===== config.mk =====
export PLATFORM = sky130hd
export DESIGN_NAME = isolink_top
export DESIGN_NICKNAME = d
export VERILOG_FILES = /design/src/rtl/isolink_pkg.sv /design/src/rtl/isolink_tx.sv /design/src/rtl/isolink_rx.sv /design/src/rtl/isolink_top.sv
export SDC_FILE = /design/constraint.sdc
export NUM_CORES = 1
export LEC_CHECK = 0
export BUFFER_PORTS_ARGS = -buffer_cell sky130_fd_sc_hd__clkbuf_2
export CELL_PAD_IN_SITES_DETAIL_PLACEMENT = 1
export CELL_PAD_IN_SITES_GLOBAL_PLACEMENT = 1
export CORE_MARGIN = 4
export CORE_UTILIZATION = 43
export CTS_CLUSTER_DIAMETER = 50
export DETAILED_ROUTE_END_ITERATION = 10
export PLACE_DENSITY = 0.77
export SLEW_MARGIN = 20
export SYNTH_ARGS = -nofsm -noshare
export SYNTH_HDL_FRONTEND = slang
export SYNTH_SLANG_ARGS = --single-unit

===== constraint.sdc =====
create_clock -name clk -period 1.4 [get_ports clk]
set_input_delay 0.14 -clock clk [delete_from_list [all_inputs] [get_ports clk]]
set_output_delay 0.14 -clock clk [all_outputs]
set_load 0.1 [all_outputs]

===== src/rtl/isolink_pkg.sv =====
package isolink_pkg;
  typedef struct packed {
    logic setP;
    logic rstP;
  } pulse_t;
endpackage


===== src/rtl/isolink_tx.sv =====
module isolink_tx
  import isolink_pkg::*;
#(
  parameter int unsigned REFRESH_TICKS = 12,
  parameter bit          DEFAULT_LEVEL = 1'b0
) (
  input  logic   clk,
  input  logic   rstN,
  input  logic   bitTick,
  input  logic   dataIn,
  output pulse_t strobe
);
  localparam int unsigned RW = $clog2(REFRESH_TICKS + 1);
  localparam logic [RW-1:0] REFRESH_LAST = RW'(REFRESH_TICKS - 1);

  logic          prevIn;
  logic [RW-1:0] idleCnt;
  logic          riseEdge;
  logic          fallEdge;
  logic          anyEdge;
  logic          refreshDue;

  always_comb begin
    riseEdge   = dataIn & ~prevIn;
    fallEdge   = ~dataIn & prevIn;
    anyEdge    = riseEdge | fallEdge;
    refreshDue = bitTick && !anyEdge && (idleCnt == REFRESH_LAST);
  end

  always_ff @(posedge clk or negedge rstN) begin
    if (!rstN) begin
      prevIn      <= DEFAULT_LEVEL;
      idleCnt     <= '0;
      strobe.setP <= 1'b0;
      strobe.rstP <= 1'b0;
    end else begin
      prevIn      <= dataIn;
      strobe.setP <= riseEdge | (refreshDue & dataIn);
      strobe.rstP <= fallEdge | (refreshDue & ~dataIn);
      if (anyEdge || refreshDue) begin
        idleCnt <= '0;
      end else if (bitTick) begin
        idleCnt <= idleCnt + 1'b1;
      end
    end
  end

  AST_SET_ONE_CYCLE: assert property (@(posedge clk) disable iff (!rstN)
    strobe.setP |=> !strobe.setP);
  AST_RST_ONE_CYCLE: assert property (@(posedge clk) disable iff (!rstN)
    strobe.rstP |=> !strobe.rstP);
  AST_NO_OVERLAP: assert property (@(posedge clk) disable iff (!rstN)
    !(strobe.setP && strobe.rstP));
  AST_SET_MATCHES_LEVEL: assert property (@(posedge clk) disable iff (!rstN)
    strobe.setP |-> $past(dataIn));
  AST_RST_MATCHES_LEVEL: assert property (@(posedge clk) disable iff (!rstN)
    strobe.rstP |-> !$past(dataIn));
endmodule


===== src/rtl/isolink_rx.sv =====
module isolink_rx
  import isolink_pkg::*;
#(
  parameter int unsigned WD_TICKS      = 36,
  parameter bit          DEFAULT_LEVEL = 1'b0
) (
  input  logic   clk,
  input  logic   rstN,
  input  logic   bitTick,
  input  pulse_t strobe,
  output logic   level,
  output logic   linkValid
);
  localparam int unsigned WW = $clog2(WD_TICKS + 1);
  localparam logic [WW-1:0] WD_LAST = WW'(WD_TICKS - 1);

  logic [WW-1:0] wdCnt;
  logic          anyPulse;
  logic          wdExpire;

  always_comb begin
    anyPulse = strobe.setP | strobe.rstP;
    wdExpire = bitTick && !anyPulse && (wdCnt == WD_LAST);
  end

  always_ff @(posedge clk or negedge rstN) begin
    if (!rstN) begin
      level     <= DEFAULT_LEVEL;
      linkValid <= 1'b0;
      wdCnt     <= '0;
    end else begin
      if (strobe.rstP) begin
        level <= 1'b0;
      end else if (strobe.setP) begin
        level <= 1'b1;
      end else if (wdExpire) begin
        level <= DEFAULT_LEVEL;
      end

      if (anyPulse) begin
        linkValid <= 1'b1;
      end else if (wdExpire) begin
        linkValid <= 1'b0;
      end

      if (anyPulse) begin
        wdCnt <= '0;
      end else if (bitTick && (wdCnt != WD_LAST)) begin
        wdCnt <= wdCnt + 1'b1;
      end
    end
  end

  AST_RESET_WINS: assert property (@(posedge clk) disable iff (!rstN)
    strobe.rstP |=> !level);
  AST_SET_HIGH: assert property (@(posedge clk) disable iff (!rstN)
    (strobe.setP && !strobe.rstP) |=> level);
  AST_HOLD_IDLE: assert property (@(posedge clk) disable iff (!rstN)
    (!anyPulse && !bitTick) |=> $stable(level));
  AST_WD_DEFAULT: assert property (@(posedge clk) disable iff (!rstN)
    $fell(linkValid) |-> (level == DEFAULT_LEVEL));
  AST_WD_ON_TICK: assert property (@(posedge clk) disable iff (!rstN)
    $fell(linkValid) |-> $past(bitTick));
  AST_RESTORE: assert property (@(posedge clk) disable iff (!rstN)
    anyPulse |=> linkValid);
endmodule


===== src/rtl/isolink_top.sv =====
module isolink_top
  import isolink_pkg::*;
#(
  parameter int unsigned REFRESH_TICKS = 12,
  parameter int unsigned WD_TICKS      = 36,
  parameter bit          DEFAULT_LEVEL = 1'b0
) (
  input  logic clk,
  input  logic rstN,
  input  logic bitTick,
  input  logic dataIn,
  input  logic barrierBlock,
  output logic dataOut,
  output logic linkValid,
  output logic setPulse,
  output logic resetPulse
);
  pulse_t txStrobe;
  pulse_t rxStrobe;

  initial begin
    AST_WD_ABOVE_REFRESH: assert (WD_TICKS > REFRESH_TICKS);
  end

  isolink_tx #(
    .REFRESH_TICKS(REFRESH_TICKS),
    .DEFAULT_LEVEL(DEFAULT_LEVEL)
  ) uTx (
    .clk     (clk),
    .rstN    (rstN),
    .bitTick (bitTick),
    .dataIn  (dataIn),
    .strobe  (txStrobe)
  );

  always_comb begin
    rxStrobe.setP = txStrobe.setP & ~barrierBlock;
    rxStrobe.rstP = txStrobe.rstP & ~barrierBlock;
    setPulse      = txStrobe.setP;
    resetPulse    = txStrobe.rstP;
  end

  isolink_rx #(
    .WD_TICKS     (WD_TICKS),
    .DEFAULT_LEVEL(DEFAULT_LEVEL)
  ) uRx (
    .clk       (clk),
    .rstN      (rstN),
    .bitTick   (bitTick),
    .strobe    (rxStrobe),
    .level     (dataOut),
    .linkValid (linkValid)
  );

  AST_BLOCK_DROPS: assert property (@(posedge clk) disable iff (!rstN)
    (barrierBlock && !linkValid) |=> !linkValid);
endmodule


======== Word-level counts from Yosys, hierarchy flattened ========
Cells that the tools add are included.
operators by class
  add/sub/neg operators ................... 2
  equal/unequal tests ..................... 3
  muxes and demuxes ....................... 8
  bitwise gates (word level) .............. 13
  reduce and logical (&&, ||, !) cells .... 12
operator list
  operator                                                        count
  6-bit 2-to-1 mux                                                2
  4-bit 2-to-1 mux                                                2
  6-bit by 1-bit adder with 6-bit output (second input constant)  1
  1-bit AND                                                       6
  6-bit == test (second input constant)                           1
  6-bit inequality test (second input constant)                   1
  2-bit nonzero test                                              3
  1-bit logical AND                                               5
  4-bit by 1-bit adder with 4-bit output (second input constant)  1
  4-bit == test (second input constant)                           1
  1-bit 2-to-1 mux                                                4
  1-bit bitwise OR                                                4
  1-bit inverter                                                  3
  3-bit nonzero test                                              1
  1-bit logical NOT                                               2
  1-bit logical OR                                                1
word-level totals
  bits in registers ....................... 15
  bits of input ports ..................... 5
  output and inout port bits .............. 4
  word-level logic and storage cells ...... 45

======== Longest topological paths before layout ========
  word-level depth ........................ 9
  gate-level depth with buffers ........... 4
  gate-level depth less buffers ........... 4

======== Cells and area by module ========
A second synthesis with hierarchy kept.
second synthesis, totals
  cell total of the unflattened synthesis .. 73
  area, all modules ....................... 762.0 um^2
modules (own cells, without submodules)
  module       instances  cells each  area each (um^2)  seq. area each (um^2)
  isolink_rx   1          41          405.4             200.2
  isolink_tx   1          30          344.1             175.2
  isolink_top  1          2           12.5              0.0

======== Worst setup path after synthesis ========
No wires, ideal clock.
  kind .................................... reg2reg
  start point ............................. register uTx.strobe[1] (netlist bit)
  end point ............................... register uRx.wdCnt[0]
  setup time .............................. 132 ps
  arrival ................................. 1343 ps
  path slack .............................. -75 ps
  cell stages (with the launch flop) ...... 4
  cell sequence ........................... dfrtp_1 > o21bai_1 > nand2b_1 > mux2i_1
on the way
  cells in the longest elaborated chain, start to end .. 3
RTL lines
  what                                                    RTL line           RTL
  start, declared                                         isolink_tx.sv:11   output pulse_t strobe
  1-bit AND (*)                                           isolink_top.sv:37  rxStrobe.setP = txStrobe.setP & ~barrierBlock;
  1-bit bitwise OR (*)                                    isolink_rx.sv:22   anyPulse = strobe.setP | strobe.rstP;
  6-bit 2-to-1 mux or 2-bit nonzero test (tied branches)  -
  end signal, assigned                                    isolink_rx.sv:49   wdCnt <= wdCnt + 1'b1;
  end, declared                                           isolink_rx.sv:17   logic [WW-1:0] wdCnt;
Mark *: on every way between the ends. The rest lies on a longest branch, timed or not.
A chain may end at the register's enable or synchronous reset.

======== Final worst setup path ========
  start point ............................. register uRx.wdCnt[0]
  end point ............................... register uRx.wdCnt[0]
on the way
  cells in the longest elaborated chain, start to end .. 3
RTL lines
  what                                                                             RTL line                            RTL
  6-bit by 1-bit adder with 6-bit output or 6-bit inequality test (tied branches)  isolink_rx.sv:49, isolink_rx.sv:48
  6-bit 2-to-1 mux or 1-bit logical AND (tied branches)                            isolink_rx.sv:48                    end else if (bitTick && (wdCnt != WD_LAST)) begin
  6-bit 2-to-1 mux or 2-bit nonzero test (tied branches)                           -
Parallel ways exist; a longest one is shown, timed or not. The select of a mux whose other input is x is not followed.

==> flow_summary.toml <==
[logic_synthesis]
synth_fa_ha_area_share_pct = 6.58
synth_top_family_by_area = "simple AND/OR/NAND/NOR gates"
synth.distinct_cells = 25
ys_ff_latch = 15
syn_nets = 81
synthTopCellsByArea = "dfrtp_1 49%, ha_1 6.6%, nand2_1 4.4%, mux2i_1 3.9%, nand4_1 3.3%"
synthCells = 72
netlist_area_um2 = 761
syn_area_per_cell_um2 = 10.6
synth_top_area_share_pct = 49.3
ys.warnings.count = 0
synth_compound_area_share_pct = 9.87
synth_edf_count = 0
muxShareOfSynthArea_pct = 3.95
synthSimpleGateAreaFrac_pct = 23.4
synth_flop_cell = "dfrtp_1"
yosysSeqAreaShare_pct = 49.3
synthArstFlopShare_pct = 100
synth_top_area_cell = "dfrtp_1"
yosys.area_share.xor_xnor_pct = 3.45

[final_layout]
final_cell_mix = "13 x dfrtp_1, 9 x nand2_1, 8 x clkbuf_2, 5 x nor2_1"
nets = 96
stdcell_count = 110
final_area_um2 = 876
layout_commonest_cell = "dfrtp_1"
drive_gt1_share_pct = 18.6
area_growth_pct = 15.1
n_antenna_cell = 0

[worst_setup_path]
cp-start-kind = "register"
endpoint_kind = "register"
cpPeakStageDelay_ps = 450
ff2ff_setup_slack_ps = 40
worst-setup-path-type = "reg2reg"
path_cells = "ha_1 > a31oi_1 > mux2i_1"
slowest_stage = "dfrtp_1"
critPathArrivalTime_ps = 1570
required_ps = 1610
cp_max_fo = 4

[route]
post_drt_via_cell_ratio = 5.07
vias = 558
wire_per_inst_um = 13.8
drtIter0Drc = 2
drc = 0
totalWireLength_um = 1520
ant_nets = 0
dr.pass1.iters = 2

[clock_network]
h-tree-depth = 1
cts_root_buf = "clkbuf_4"
clk_latency_ps = 290
cts_tree = "done"
cts_buffers = 3
clkSinkCount = 15
cts.path.max_buffers = 2
cts_resized = 0
clkTransAtPathRegs_ps = 90

[job]
drv_cap = 0

[pwr]
power_per_cell_area_nw_per_um2 = 1180
finalPower_uw = 1040
leakagePower_uw = 0.000415
ir_worst_vdd_v = 0.000605

[sta]
fmax_mhz = 733
fin_crit_ps = 1360
drv_slew = 0
rsz0062_at_grt = "true"
max-slew-margin-rel_pct = 63.6
fin_crit_sh_pct = 97.4
finClkSkew_ps = 3.42
tightest_slew_ps = 549
hold_violations = 0
setup_violations = 0

[die]
ioPinCount = 9
core_um2 = 1590
initial_core_util_pct = 47.7
dieArea_um2 = 2510
die_w_um = 50.1
chipHeight_um = 50.1
rows = 14

[global_routing]
first_global_vias = 573
grt_max_degree = 16
overflow = 0
grt_util_all_layers_pct = 14.2
antenna_found_initial = 0
grt_first_pass_wirelength_um = 2700

[placed_design]
dp.cells = 104
hpwl_um = 1160
placed_area_um2 = 830
port_buffers = 8
gp_congestion = 0.683

[worst_hold_path]
hp-class = "in2reg"

[status]
status = "completed"
[stage by stage]
stage | hold WS (ps) | util [%] | setup slack, ps | setup TNS (ps)
after floorplan | -156 | - | 177 | 0
after global placement | 79.3 | 52.0 | 109 | 0
after CTS | 0.0853 | 54.3 | 34.4 | 0
after detailed placement | 78.7 | 52.0 | 54.1 | 0
final | 74.6 | 54.9 | 36.5 | 0
after global routing | 83.7 | 54.9 | -7.42 | -7.42
[metal layers]
metal | vias up | global-route usage, % | share of wire, %
met5 | - | 0 | 0
met1 | 270 | 17.0 | 43
met2 | 6 | 23.5 | 52
met3 | 3 | 5.42 | 4.1
met4 | 0 | 4.15 | 0.66
li1 | 279 | - | -
[cells in the mapped netlist, drive strengths merged, types with 2 or more instances]
cell type / n
dfrtp: 15
a21boi: 2
nor2: 5
nor3b: 2
or3: 2
ha: 4
nand4: 5
nor2b: 2
inv: 4
o21bai: 3
mux2i: 3
nand3b: 2
xor2: 2
nand2b: 2
nand2: 9
a21oi: 2
[path summary, 6_finish.rpt]
| path | to | startpoint | cells past startpoint |
|---|---|---|---|
| worst max register to register | uRx.wdCnt[0] | uRx.wdCnt[0] | 3 |
| worst min-delay path | uTx.strobe[0] | dataIn | 2 |
| worst min register to register | uRx.linkValid | uRx.linkValid | 1 |
| min in group asynchronous | uRx.linkValid | rstN | 2 |
| worst max-delay path | uRx.wdCnt[0] | uRx.wdCnt[0] | 3 |
| max in group asynchronous | uTx.strobe[0] | rstN | 2 |
[flip-flops by register name, summed over array words and instances (netlist names)]
name	count
uRx.level	1
uTx.idleCnt	4
uRx.wdCnt	6
uTx.strobe	2
uRx.linkValid	1
uTx.prevIn	1
[critical path: cells and delay by family (launching register included)]
| family | cells | cell delay (ps) |
|---|---|---|
| multiplexers | 1 | 240 |
| AO/OA/AOI/OAI | 1 | 320 |
| flip-flops | 1 | 450 |
| adder cells (fa/ha/maj) | 1 | 270 |
[final cells by class]
class / instances / area (µm²)
clock buffers: 4 / 26.3
fillers: 187 / 718
inverters: 4 / 15.0
multi-input cells: 52 / 359
flip-flops and latches: 15 / 378
well taps: 24 / 30.0
repair buffers: 11 / 67.6
[cells by family (layout without fill, tap and decap cells)]
family                     count (synthesis)  in the layout
and+or+nand+nor                           31             31
DFF                                       15             15
AOI/OAI and AO/OA                         11             11
buffers and inverters                      5             19
adders and majority gates                  4              4
xor gates and xnor gates                   3              3
muxes                                      3              3
[report_power, final]
group          internal, µW  switching (µW)
combinational          83.8             152
sequential              486            67.7
clock                   111             137
total                   681             357
[timing repair]
action / CTS / global route
buffers inserted: 0 / 0
hold buffers: 1 / 1
endpoints found under the hold margin: 15 / 1
setup endpoints to repair: 0 / 1
Note: power is estimated with default switching activity, not from simulation.
